[src/rtl/usel_pkg.sv]
// Shared constants and the size-code type for the upper select unit.
// Assumes a 20-bit address and 64 KB granules.
package usel_pkg;
    localparam int ADDR_W = 20;
    localparam int BLK_W  = 16;
    localparam int SZC_W  = 2;
    localparam int WD_W   = SZC_W + 1;

    typedef enum logic [SZC_W-1:0] {
        SZ_64K  = 2'd0,
        SZ_128K = 2'd1,
        SZ_256K = 2'd2,
        SZ_512K = 2'd3
    } usel_size_e;
endpackage

[src/rtl/usel_mode_latch.sv]
// Samples the two quiet-mode request pins on each reset cycle.
// On release it latches quiet mode if both pins were low.
// Assumes the pins are stable on the last reset clock edge.
module usel_mode_latch (
    input  logic clk,
    input  logic rst_n,
    input  logic req0_n,
    input  logic req1_n,
    output logic quiet
);
    logic [1:0] samp;
    logic       in_rst;

    // Capture the pins during reset and decide the mode on the first free edge.
    always_ff @(posedge clk) begin
        if (!rst_n) begin
            samp   <= {req1_n, req0_n};
            in_rst <= 1'b1;
            quiet  <= 1'b0;
        end else begin
            in_rst <= 1'b0;
            if (in_rst) quiet <= (samp == 2'b00);
        end
    end

    // once the decision is made, the mode never changes until reset.
    assert_mode_sticky_R11: assert property (@(posedge clk) disable iff (!rst_n)
        !in_rst |=> $stable(quiet));
endmodule

[src/rtl/usel_region_decode.sv]
// Holds the region size code and captures the upper region hit at cycle start.
// Assumes addr_top carries the bits above the 64 KB granule.
module usel_region_decode
    import usel_pkg::*;
#(
    parameter int TOP_W = ADDR_W - BLK_W,
    parameter int SZ_W  = SZC_W,
    parameter int WDW   = WD_W
) (
    input  logic             clk,
    input  logic             rst_n,
    input  logic             cyc_start,
    input  logic             cyc_end,
    input  logic [TOP_W-1:0] addr_top,
    input  logic             size_we,
    input  logic [WDW-1:0]   size_wdata,
    output logic             sel_q
);
    localparam logic [TOP_W-1:0] ONE = {{(TOP_W-1){1'b0}}, 1'b1};

    usel_size_e       sz;
    logic             legal_wr;
    logic [TOP_W-1:0] low_mask;
    logic             hit;

    // Accept only codes whose bits above the size field are zero.
    always_comb legal_wr = size_we && (size_wdata[WDW-1:SZ_W] == '0);

    // Size register: resets to 64 KB so the boot vector is selected.
    always_ff @(posedge clk) begin
        if (!rst_n)        sz <= SZ_64K;
        else if (legal_wr) sz <= usel_size_e'(size_wdata[SZ_W-1:0]);
    end

    // Granule bits that the current size leaves free; the rest must be all ones.
    always_comb begin
        low_mask = (ONE << sz) - ONE;
        hit      = &(addr_top | low_mask);
    end

    // Capture the hit at cycle start and hold it until cycle end; start has priority.
    always_ff @(posedge clk) begin
        if (!rst_n)         sel_q <= 1'b0;
        else if (cyc_start) sel_q <= hit;
        else if (cyc_end)   sel_q <= 1'b0;
    end

    // an illegal code leaves the size unchanged.
    assert_size_ignored_R3: assert property (@(posedge clk) disable iff (!rst_n)
        (size_we && size_wdata[WDW-1]) |=> $stable(sz));
    // the top 64 KB is always inside the region.
    assert_top_granule_R1: assert property (@(posedge clk) disable iff (!rst_n)
        (cyc_start && (&addr_top)) |=> sel_q);
    // no start and no end means the select holds.
    assert_select_held_R5: assert property (@(posedge clk) disable iff (!rst_n)
        (!cyc_start && !cyc_end) |=> $stable(sel_q));
endmodule

[src/rtl/usel_strobe_gen.sv]
// Registers the zero-page flag per cycle and forms the byte write strobes.
// Assumes bhe_n, wr_n and addr0 are already aligned to the bus cycle.
module usel_strobe_gen #(
    parameter int TOP_W = 4
) (
    input  logic             clk,
    input  logic             rst_n,
    input  logic             cyc_start,
    input  logic             cyc_end,
    input  logic [TOP_W-1:0] addr_top,
    input  logic             addr0,
    input  logic             bhe_n,
    input  logic             wr_n,
    output logic             zind_n,
    output logic             wrhi_n,
    output logic             wrlo_n
);
    logic zero_q;

    // Capture the all-zero test of the top address bits for the whole cycle.
    always_ff @(posedge clk) begin
        if (!rst_n)         zero_q <= 1'b0;
        else if (cyc_start) zero_q <= (addr_top == '0);
        else if (cyc_end)   zero_q <= 1'b0;
    end

    // Active-low outputs: zero flag and the two byte lane write strobes.
    always_comb begin
        zind_n = ~zero_q;
        wrhi_n = bhe_n | wr_n;
        wrlo_n = addr0 | wr_n;
    end

    // the zero flag is steady inside a cycle.
    assert_zero_steady_R6: assert property (@(posedge clk) disable iff (!rst_n)
        (!cyc_start && !cyc_end) |=> $stable(zind_n));
    // a deasserted write strobe keeps the high lane strobe off.
    assert_hi_idle_R7: assert property (@(posedge clk) disable iff (!rst_n)
        wr_n |-> wrhi_n);
    // a deasserted write strobe keeps the low lane strobe off.
    assert_lo_idle_R8: assert property (@(posedge clk) disable iff (!rst_n)
        wr_n |-> wrlo_n);
endmodule

[src/rtl/upper_cs_strobe.sv]
// Top of the upper select unit: region select, zero flag, byte strobes,
// and pad enables gated by quiet mode and reset.
// Assumes a synchronous active-low reset held for at least one clock edge.
module upper_cs_strobe
    import usel_pkg::*;
(
    input  logic              clk,
    input  logic              rst_n,
    input  logic              hold_ack,
    input  logic              cyc_start,
    input  logic              cyc_end,
    input  logic [ADDR_W-1:0] addr,
    input  logic              bhe_n,
    input  logic              wr_n,
    input  logic              mreq0_n,
    input  logic              mreq1_n,
    input  logic              size_we,
    input  logic [WD_W-1:0]   size_wdata,
    output logic              upsel_n,
    output logic              upsel_oe,
    output logic              zind_n,
    output logic              zind_oe,
    output logic              wrhi_n,
    output logic              wrhi_oe,
    output logic              wrlo_n,
    output logic              wrlo_oe
);
    localparam int TOP_W = ADDR_W - BLK_W;

    logic quiet;
    logic sel_q;
    logic unused_mid;

    assign unused_mid = ^addr[BLK_W-1:1];

    usel_mode_latch u_mode (
        .clk    (clk),
        .rst_n  (rst_n),
        .req0_n (mreq0_n),
        .req1_n (mreq1_n),
        .quiet  (quiet)
    );

    usel_region_decode #(.TOP_W(TOP_W), .SZ_W(SZC_W), .WDW(WD_W)) u_region (
        .clk        (clk),
        .rst_n      (rst_n),
        .cyc_start  (cyc_start),
        .cyc_end    (cyc_end),
        .addr_top   (addr[ADDR_W-1:BLK_W]),
        .size_we    (size_we),
        .size_wdata (size_wdata),
        .sel_q      (sel_q)
    );

    usel_strobe_gen #(.TOP_W(TOP_W)) u_strobe (
        .clk       (clk),
        .rst_n     (rst_n),
        .cyc_start (cyc_start),
        .cyc_end   (cyc_end),
        .addr_top  (addr[ADDR_W-1:BLK_W]),
        .addr0     (addr[0]),
        .bhe_n     (bhe_n),
        .wr_n      (wr_n),
        .zind_n    (zind_n),
        .wrhi_n    (wrhi_n),
        .wrlo_n    (wrlo_n)
    );

    // Select output, forced inactive while bus hold is granted.
    always_comb upsel_n = ~(sel_q & ~hold_ack);

    // Pad enables: quiet mode turns all off, reset turns off the write strobes.
    always_comb begin
        upsel_oe = ~quiet;
        zind_oe  = ~quiet;
        wrhi_oe  = rst_n & ~quiet;
        wrlo_oe  = rst_n & ~quiet;
    end

    // bus hold keeps the select inactive.
    assert_hold_inactive_R4: assert property (@(posedge clk) disable iff (!rst_n)
        hold_ack |-> upsel_n);
    // write strobes are tristated during reset.
    assert_reset_tristate_R9: assert property (@(posedge clk)
        !rst_n |-> (!wrhi_oe && !wrlo_oe));
    // quiet mode turns off every enable together.
    assert_quiet_all_off_R10: assert property (@(posedge clk) disable iff (!rst_n)
        !upsel_oe |-> (!zind_oe && !wrhi_oe && !wrlo_oe));
endmodule

[config.mk]
export PLATFORM = sky130hd
export DESIGN_NAME = upper_cs_strobe
export DESIGN_NICKNAME = d
export VERILOG_FILES = /design/src/rtl/usel_pkg.sv /design/src/rtl/usel_mode_latch.sv /design/src/rtl/usel_region_decode.sv /design/src/rtl/usel_strobe_gen.sv /design/src/rtl/upper_cs_strobe.sv
export SDC_FILE = /design/constraint.sdc
export NUM_CORES = 1
export LEC_CHECK = 0
export BUFFER_PORTS_ARGS = -buffer_cell sky130_fd_sc_hd__buf_2
export CORE_AREA = 2 2 39 41
export CTS_CLUSTER_SIZE = 12
export DETAILED_ROUTE_END_ITERATION = 7
export DIE_AREA = 0 0 41 43
export PLACE_DENSITY = 0.73
export SYNTH_ARGS = -nofsm -noshare
export SYNTH_HDL_FRONTEND = slang
export SYNTH_SLANG_ARGS = --single-unit
[constraint.sdc]
create_clock -name clk -period 1.2 [get_ports clk]
set_input_delay 0.12 -clock clk [delete_from_list [all_inputs] [get_ports clk]]
set_output_delay 0.12 -clock clk [all_outputs]
set_load 0.02 [all_outputs]
==> run summary, run 1 <==
The number of nets with antenna violations after routing is 0. The vias after detailed routing is about 330. The post-route netlist has about half of its cells at a drive strength greater than 1. The placeable core region came out at 1380 sq um. The number of detailed-routing iterations run before antenna repair came out at 2. STA classifies the critical path startpoint as a register. 41 I/O pins were placed. No sink is reached through more buffers than the 2 on the longest clock path.

The area fraction in compound gates after synthesis came out at under 10%. The initialized floorplan defines 14 standard-cell rows. The number of maximum-capacitance constraint violations is 0.

Entering global routing, the biggest net connects 10 pins. The global-route total usage across every layer came out at under 10%. The number of pins with negative max-slew slack in the final report came out at 0. The total wire length came out at 607 um. The synthesized-area fraction occupied by adder cells came out at 0%. The clock reaches the later pin of the worst-skew pair after 250 ps. The total setup buffers inserted after CTS is 0. The portion of the post-synthesis area used by sequential elements came out at 52.7%. The clock slew seen by the registers of the worst setup and hold paths came out at approximately 50 ps.

The post-place setup slack came out at 230 ps. The number of antenna diodes in the final layout is 0. The run finished with clean final reports. The synthesized design spends more area on one cell type than any other, namely sky130_fd_sc_hd__dfxtp_1. The post-route fraction of the period consumed by the critical path is 82.7%. The post-layout minimum cycle time came out at 992 ps. The starting utilization of the core area came out at about 25%. The detailed router's first-iteration violation count came out at 1.

At the end of the flow, the number of nets in the layout was 96. The main combinational cell family by area after synthesis is simple AND/OR/NAND/NOR gates. For the pin with the worst max-slew slack, the measured transition is about 280 ps. The number of warnings reported in the yosys synthesis log came out at 0. The total of buffers placed on input and output ports is 25.

In the routed design, unresolved DRC markers number 0. The half-perimeter wire length of the detailed placement result came out at 513 um. The congestion estimate from routability-driven global placement came to 0.746. Along the worst path, the maximum fanout reaches 3.

The synthesized net count is 68. The endpoint arrival time on the critical path is approximately 870 ps. The type of element capturing the critical path is a primary output.

The worst setup path is of the register to primary output kind. The number of global-route vias before repair came out at around 250. The path class of the tightest hold or removal check is input pin to register. The most frequently used flop master after synthesis is sky130_fd_sc_hd__dfxtp_1. The setup total negative slack is 0 ps. The total global routing overflow came out at 0. Dividing the detail-routed wire length by the instance count gives roughly 8 um. Synthesis instantiated 17 different standard cells from the library.

The synthesized area per cell came out at slightly below 10 sq um. The overall die area is 1760 sq um. The setup clock skew after layout came out at around 2.2 ps.

In the layout the commonest cells are 25 x sky130_fd_sc_hd__buf_2, 7 x sky130_fd_sc_hd__nor2_1, 6 x sky130_fd_sc_hd__dfxtp_1. The share of cell area taken by muxes after synthesis came out at between 8 and 9%. Setup repair after global routing left no endpoint under its margin.

The top cell type by area accounts for about a third of the synthesized area. The number of cell instances on the worst register-to-register path is 2. Counting instances, the worst hold path has a depth of 1. The worst register-to-register path ends at u_region.sel_q$_SDFFE_PN0P_. The clock tree from TritonCTS is built.

The startpoint identified for the worst register-to-register timing path is u_region.sel_q$_SDFFE_PN0P_. The peak ir drop on the vdd network is 0.000937 V. Across all register-to-register paths, the minimum setup slack is 280 ps. The number of failing hold endpoints at the final stage came out at 0. The deepest level of the CTS H-tree is 1.

The final setup violation count came out at 0. The number of antenna violations at the first check in global routing is 0. The data required time at the worst endpoint is around 1100 ps. The number of flops mapped to enable cells by yosys is 2. In the synthesized netlist, the number of instances is 35. In the post-synthesis netlist, the biggest area contributors are sky130_fd_sc_hd__dfxtp_1 35%, sky130_fd_sc_hd__edfxtp_1 18%, sky130_fd_sc_hd__mux2i_1 8.8%. The die boundary width came out at 41 um. The number of buffers added by the clock tree synthesis step is 3.

In this run the most critical hold path is launched from mreq1_n. Of the total synthesized cell area, the portion taken by XOR and XNOR cells is 0%. Measured along the y axis, the die boundary spans between 40 and 50 um.

The library cell used most frequently in the layout, excluding fill and tap cells, is sky130_fd_sc_hd__buf_2. The post-CTS resize count is 0. Buffers inserted to repair hold after CTS numbered 0. The post-route worst setup slack came out at roughly 210 ps. The via density per instance came out at between 4 and 5. The leakage power figure came out at between 0.2 and 0.25 nW.

In this run, synthesis produced a sequential element count of 8. The hold-critical path endpoint is u_mode.samp[1]$_DFFE_PN_. The total clock sinks is 8. The mapped cell area came out at 342 sq um. The share of flip-flops with an asynchronous set or reset after synthesis came out at 0%. The worst relative slew slack came out at about four fifths.

The tree is rooted in a sky130_fd_sc_hd__clkbuf_4. The power density of the placed cells is between 1000 and 1500 nW/um^2. The area growth from synthesis to layout is 45.8%. The global-route wire length before repair came out at about 940 um.

The timing-limited maximum frequency came out at approximately 1000 MHz. The synthesized-area fraction occupied by and/or/nand/nor cells is about a quarter.
-- registers in the layout, indices dropped and copies added (netlist names) --
signal and cells:
u_mode.in_rst 1, u_mode.quiet 1, u_mode.samp 2, u_region.sel_q 1
u_region.sz 2, u_strobe.zero_q 1
-- area by class of cell --
class	count	area (sq um)
Fill cell	152	886
Sequential cell	8	180
Multi-Input combinational cell	22	135
Timing Repair Buffer	25	125
Clock buffer	4	26.3
Tap cell	16	20.0
Inverter	3	11.3
-- Yosys cell counts (2+ instances only) --
cell                       instances
sky130_fd_sc_hd__nor2_1            7
sky130_fd_sc_hd__dfxtp_1           6
sky130_fd_sc_hd__mux2i_1           3
sky130_fd_sc_hd__a21oi_1           2
sky130_fd_sc_hd__buf_4             2
sky130_fd_sc_hd__edfxtp_1          2
sky130_fd_sc_hd__inv_1             2
sky130_fd_sc_hd__or2_2             2
-- stage by stage --
stage	hold slack (ps)	utilization [%]	area, sq um	total power [W]	instances
3_3_place_gp	299	34.1	472	0.000388	74
3_5_place_dp	300	34.1	472	0.000389	74
5_1_grt	32.9	36.0	498	0.000637	78
6_report	41.6	36.0	498	0.000600	78
4_1_cts	36.9	36.0	498	0.000607	78
2_1_floorplan	219	-	342	0.000349	35
-- where the power goes --
group	internal (W)	total (W)	switching, W
sequential	0.000290	0.000296	0.00000544
combinational	0.0000423	0.0000871	0.0000447
clock	0.000127	0.000217	0.0000899
-- cells by family (layout without fill, tap and decap cells) --
logic type | count (synthesis) | count (layout)
compound gates | 4 | 4
simple gates | 15 | 15
buf+inv | 5 | 32
flops | 8 | 8
mux | 3 | 3
-- critical path: stages, from the launching register on --
cell,delay (ps)
sky130_fd_sc_hd__dfxtp_1,320
sky130_fd_sc_hd__nor2_1,130
sky130_fd_sc_hd__buf_2,180
-- worst max path at each step --
stage / depth (start not counted) / startpoint / slack, ps / endpoint
2_1_floorplan: 2 / u_mode.quiet$_SDFFE_PN0P_ / 230 / wrlo_oe
3_3_place_gp: 4 / rst_n / 230 / u_region.sel_q$_SDFFE_PN0P_
3_5_place_dp: 4 / rst_n / 230 / u_region.sel_q$_SDFFE_PN0P_
4_1_cts: 2 / u_mode.quiet$_SDFFE_PN0P_ / 200 / wrlo_oe
5_1_grt: 2 / u_mode.quiet$_SDFFE_PN0P_ / 130 / wrlo_oe
6_report: 2 / u_mode.quiet$_SDFFE_PN0P_ / 210 / wrlo_oe
-- layer usage --
metal | wire, um | vias to the layer above | track usage (%)
li1 | - | 172 | -
met1 | 243 | 132 | 9.54
met2 | 257 | 22 | 11.3
met3 | 106 | 0 | 7.85
met4 | 0 | 0 | 2.00
met5 | 0 | - | 0
Note: power is estimated with default switching activity, not from simulation.
==> inputs of run 2 (changes only) <==
--- a/config.mk
+++ b/config.mk
@@ -5,12 +5,13 @@
 export SDC_FILE = /design/constraint.sdc
 export NUM_CORES = 1
 export LEC_CHECK = 0
+export ABC_AREA = 1
 export BUFFER_PORTS_ARGS = -buffer_cell sky130_fd_sc_hd__buf_2
 export CORE_AREA = 2 2 39 41
 export CTS_CLUSTER_SIZE = 12
 export DETAILED_ROUTE_END_ITERATION = 7
 export DIE_AREA = 0 0 41 43
-export PLACE_DENSITY = 0.73
+export PLACE_DENSITY = 0.75
 export SYNTH_ARGS = -nofsm -noshare
 export SYNTH_HDL_FRONTEND = slang
 export SYNTH_SLANG_ARGS = --single-unit
==> constraint.sdc (replaced) <==
create_clock -name clk -period 0.95 [get_ports clk]
set_input_delay 0.095 -clock clk [delete_from_list [all_inputs] [get_ports clk]]
set_output_delay 0.095 -clock clk [all_outputs]
set_load 0.02 [all_outputs]
==> run 2 against run 1 <==
Utilization grew 2.8 points. Final cell count is 13% higher. Critical path type unchanged. Non-clock buffer count stayed put. Critical path depth stayed put. Largest cell class unchanged. Worst setup slack got worse by 160 ps. Sequential share of layout area decreased by 2.4 points.
==> run summary, run 2 <==
The mapped cell area came out at 359 sq um (+5.1%). The synthesized-area fraction occupied by and/or/nand/nor cells is 19.2% (-4.3 points). The synthesized netlist cell count was 45 (+29%). The detail-routed net length per standard cell is 7.35 um (-5.5%). The number of cell instances on the worst register-to-register path came out at 4 (+2). The portion of the post-synthesis area used by sequential elements came out at 50.2% (-2.6 points).

The post-layout minimum cycle time is around 900 ps. The placeable core region came out at 1380 sq um (unchanged). The deepest level of the CTS H-tree came out at 1 (unchanged). The main combinational cell family by area after synthesis is simple AND/OR/NAND/NOR gates. The global-route total usage across every layer is 8.87% (+0.48 points). The half-perimeter wire length of the detailed placement result came out at 544 um (+5.9%). The worst setup path is launched from a register. The endpoint arrival time on the critical path came out at 800 ps (-70 ps).

The cell taking the most area after synthesis is sky130_fd_sc_hd__dfxtp_1. The most critical setup path has its endpoint at zind_oe. The register area is 181 sq um (+0.69%). The pin count of the biggest net entering global routing is 7 (-3). The cell at the root of the clock tree is sky130_fd_sc_hd__clkbuf_4. The die boundary height came out at 43 um (unchanged). The total area of multi-input combinational cells came out at 134 sq um (-0.93%).

The data required time at the worst endpoint was 850 ps (-230 ps). The number of global-route vias before repair is 279 (+11%). The number of warnings reported in the yosys synthesis log is 0 (unchanged). The number of flops mapped to enable cells by yosys came out at 2 (unchanged). The overall die area is 1760 sq um (unchanged).

The number of failing hold endpoints at the final stage is 0 (unchanged). The worst setup path is captured at a primary output. The leakage power figure was 0.267 nW (+19%). The total global routing overflow came to 0 (unchanged). The final setup violation count came out at 0 (unchanged). The synthesized area per cell came out at 7.98 sq um (-18%). The setup total negative slack came out at 0 ps (unchanged). The post-layout utilization of the core came out at 38.8% (+2.8 points). The number of maximum-capacitance constraint violations was 0 (unchanged). Sorting the synthesized cells by area gives the leading types as sky130_fd_sc_hd__dfxtp_1 33%, sky130_fd_sc_hd__edfxtp_1 17%, sky130_fd_sc_hd__inv_1 10%. The number of nets with antenna violations after routing came out at 0 (unchanged). The worst relative slew slack is 83.0% (+1.7 points). The area fraction in compound gates after synthesis is 16.0% (+8.7 points). Static timing analysis puts the maximum clock frequency at between 1000 and 1500 MHz. The setup clock skew after layout was 4.83 ps (+2.59 ps). The count of cell types in the netlist came out at 13 (-4).

The sequential cell fraction of total power came out at 48.8% (-0.5 points). The final standard cell count with taps included and fillers excluded came out at 88 (+13%). The number of buffers on the longest clock path is 2 (unchanged). The DRC violations left came out at 0 (unchanged). The number of nets in the final layout was 106 (+10%). The via density per instance is 3.99 (-4.6%). The number of antenna violations at the first check in global routing is 0 (unchanged).

The actual slew at the worst max-slew pin is 255 ps (-23.8 ps). The startpoint identified for the worst register-to-register timing path is u_region.sz[0]$_SDFFE_PN0P_. The filler cell count in the final layout came to 151 (-0.66%).

The insertion delay of the later-clocked pin in the worst-skew pair came out at 250 ps (about the same). The combinational share of power is 16.8% (+2.3 points). The number of pins with negative max-slew slack in the final report is 0 (unchanged). TritonCTS built the clock tree. The xor and xnor area share after synthesis was 0% (unchanged). The critical-path maximum fanout came out at 3 (unchanged). The peak ir drop on the vdd network came out at 0.000609 V (-35%). The post-route fraction of the period consumed by the critical path is 94.7%. The switching power came out at 0.000185 W (+32%). The internal power came out at 0.000593 W (+29%). The vias after detailed routing is 351 (+7.7%). The launch point of the worst path is u_mode.quiet$_SDFFE_PN0P_. The share of flip-flops with an asynchronous set or reset after synthesis came out at 0% (unchanged). The starting utilization of the core area is 25.9% (+1.3 points). In the final layout, the registers with the most flip-flops are u_mode.samp: 2 flops, u_region.sz: 2 flops. The class of the most critical hold timing path is input pin to register.

The total wire length came to 647 um (+6.6%). The flow ran to the end, and the final reports show no timing, DRC or antenna violations. The endpoint identified for the worst register-to-register timing path is u_region.sel_q$_SDFFE_PN0P_. The total of buffers placed on input and output ports came out at 25 (unchanged). The detailed router's first-iteration violation count is 0 (-1). The setup slack of the most critical reg-to-reg path is 160 ps (-120 ps). The power density of the placed cells is 1450 nW/um^2 (+20%). The commonest cells after synthesis are 10 x sky130_fd_sc_hd__inv_1, 6 x sky130_fd_sc_hd__dfxtp_1, 6 x sky130_fd_sc_hd__nor2_1, 5 x sky130_fd_sc_hd__nand2_1. For this run, the leading register cell type out of synthesis is sky130_fd_sc_hd__dfxtp_1. The kind of critical path is register to primary output. The number of buffers added by the clock tree synthesis step came out at 3 (unchanged). The cell total after placement came out at 84 (+14%).

The synthesized-area fraction occupied by adder cells came out at 0% (unchanged). The total number of placement rows came out at 14 (unchanged). The synthesis-to-layout area growth came out at 49.5%. The top-area cell type share of the netlist area is 33.4% (-1.7 points). The global-route wire length before repair came out at 1.04 mm (+10%). The number of antenna cells inserted is 0 (unchanged). The routability congestion estimate from global placement came to 0.700 (-6.2%). The count of state elements after synthesis came out at 8 (unchanged). Setup repair after global routing left no endpoint under its margin. Leaving out fill and tap cells, the most frequent cell in the layout is sky130_fd_sc_hd__buf_2. The share of cell area taken by muxes after synthesis came out at 0% (-8.8 points).

In the layout the commonest cells are 23 x sky130_fd_sc_hd__buf_2, 10 x sky130_fd_sc_hd__inv_1, 5 x sky130_fd_sc_hd__nand2_1, 5 x sky130_fd_sc_hd__nor2_1, 5 x sky130_fd_sc_hd__dfxtp_1. By instance count, the leading cell after synthesis is sky130_fd_sc_hd__inv_1. The number of detailed-routing iterations run before antenna repair is 1 (-1). The layout cell share with drive strength beyond 1 came to 47.2% (-2.8 points). The switching part of the total was 23.8% (+0.46 points).

The total clock sinks is 8 (unchanged). The synthesized net count came to 78 (+15%). The die boundary width is 41 um (unchanged). The clock slew seen by the registers of the worst setup and hold paths came out at 60 ps (about the same). The number of top-level pins came out at 41 (unchanged).

The fraction of power consumed by the clock network came out at 34.4% (-1.8 points). The count of hold buffers inserted by post-cts repair was 0 (unchanged).
[run 2: area by class of cell]
type                       count  share of cell area, %
sequential                     8                   33.8
tap                           16                   3.73
clock buffer                   4                   4.90
timing repair buffer          25                   25.6
inverter                      10                   6.99
multi-input combinational     25                   24.9
[run 2: power groups by stage]
stage	clock (W)	sequential (W)	combinational, W
after floorplan	0	0.000382	0.0000712
after global placement	0	0.000384	0.000118
after detailed placement	0	0.000385	0.000120
after CTS	0.000284	0.000378	0.000125
after global routing	0.000303	0.000381	0.000151
final	0.000268	0.000380	0.000131
[run 2: cell families (layout without fill, tap and decap cells)]
logic type | count (synthesis) | in the layout
AO/OA/AOI/OAI | 9 | 9
buffers and inverters | 12 | 39
flip-flops | 8 | 8
AND/OR/NAND/NOR | 16 | 16
[run 2: how the worst min path moves through the flow]
stage / start / endpoint / slack [ps] / cells after the start
3_3_place_gp: mreq0_n / u_mode.samp[0]$_DFFE_PN_ / 270 / 1
4_1_cts: mreq0_n / u_mode.samp[0]$_DFFE_PN_ / 10 / 1
5_1_grt: mreq0_n / u_mode.samp[0]$_DFFE_PN_ / 10 / 1
6_report: mreq0_n / u_mode.samp[0]$_DFFE_PN_ / 20 / 1
3_5_place_dp: mreq0_n / u_mode.samp[0]$_DFFE_PN_ / 270 / 1
2_1_floorplan: mreq0_n / u_mode.samp[0]$_DFFE_PN_ / 190 / 0
[run 2: timing repair]
action	CTS	global route
setup buffers	0	0
endpoints found under the setup margin	2	4
pin swaps	0	1
gates resized for setup	3	4
[run 2: metal layers]
layer / global-route usage (%) / share of wire (%)
met5: 0 / 0
met2: 12.5 / 46
met1: 10.7 / 43
met4: 6.00 / 0
met3: 3.14 / 11
[run 2: worst max-delay path, stage by stage, from the launching register on]
cell and delay [ps]:
sky130_fd_sc_hd__dfxtp_2 360, sky130_fd_sc_hd__inv_1 50, sky130_fd_sc_hd__buf_2 150
[run 2: metrics by stage]
step	worst slack [ps]	hold slack, ps	power [W]	cell area, sq um
finish	50.3	21.3	0.000778	537
global route	6.05	11.5	0.000835	537
CTS	-0.526	12.2	0.000787	523
detailed placement	173	274	0.000505	489
global placement	190	274	0.000501	489
floorplan	5.58	194	0.000453	359
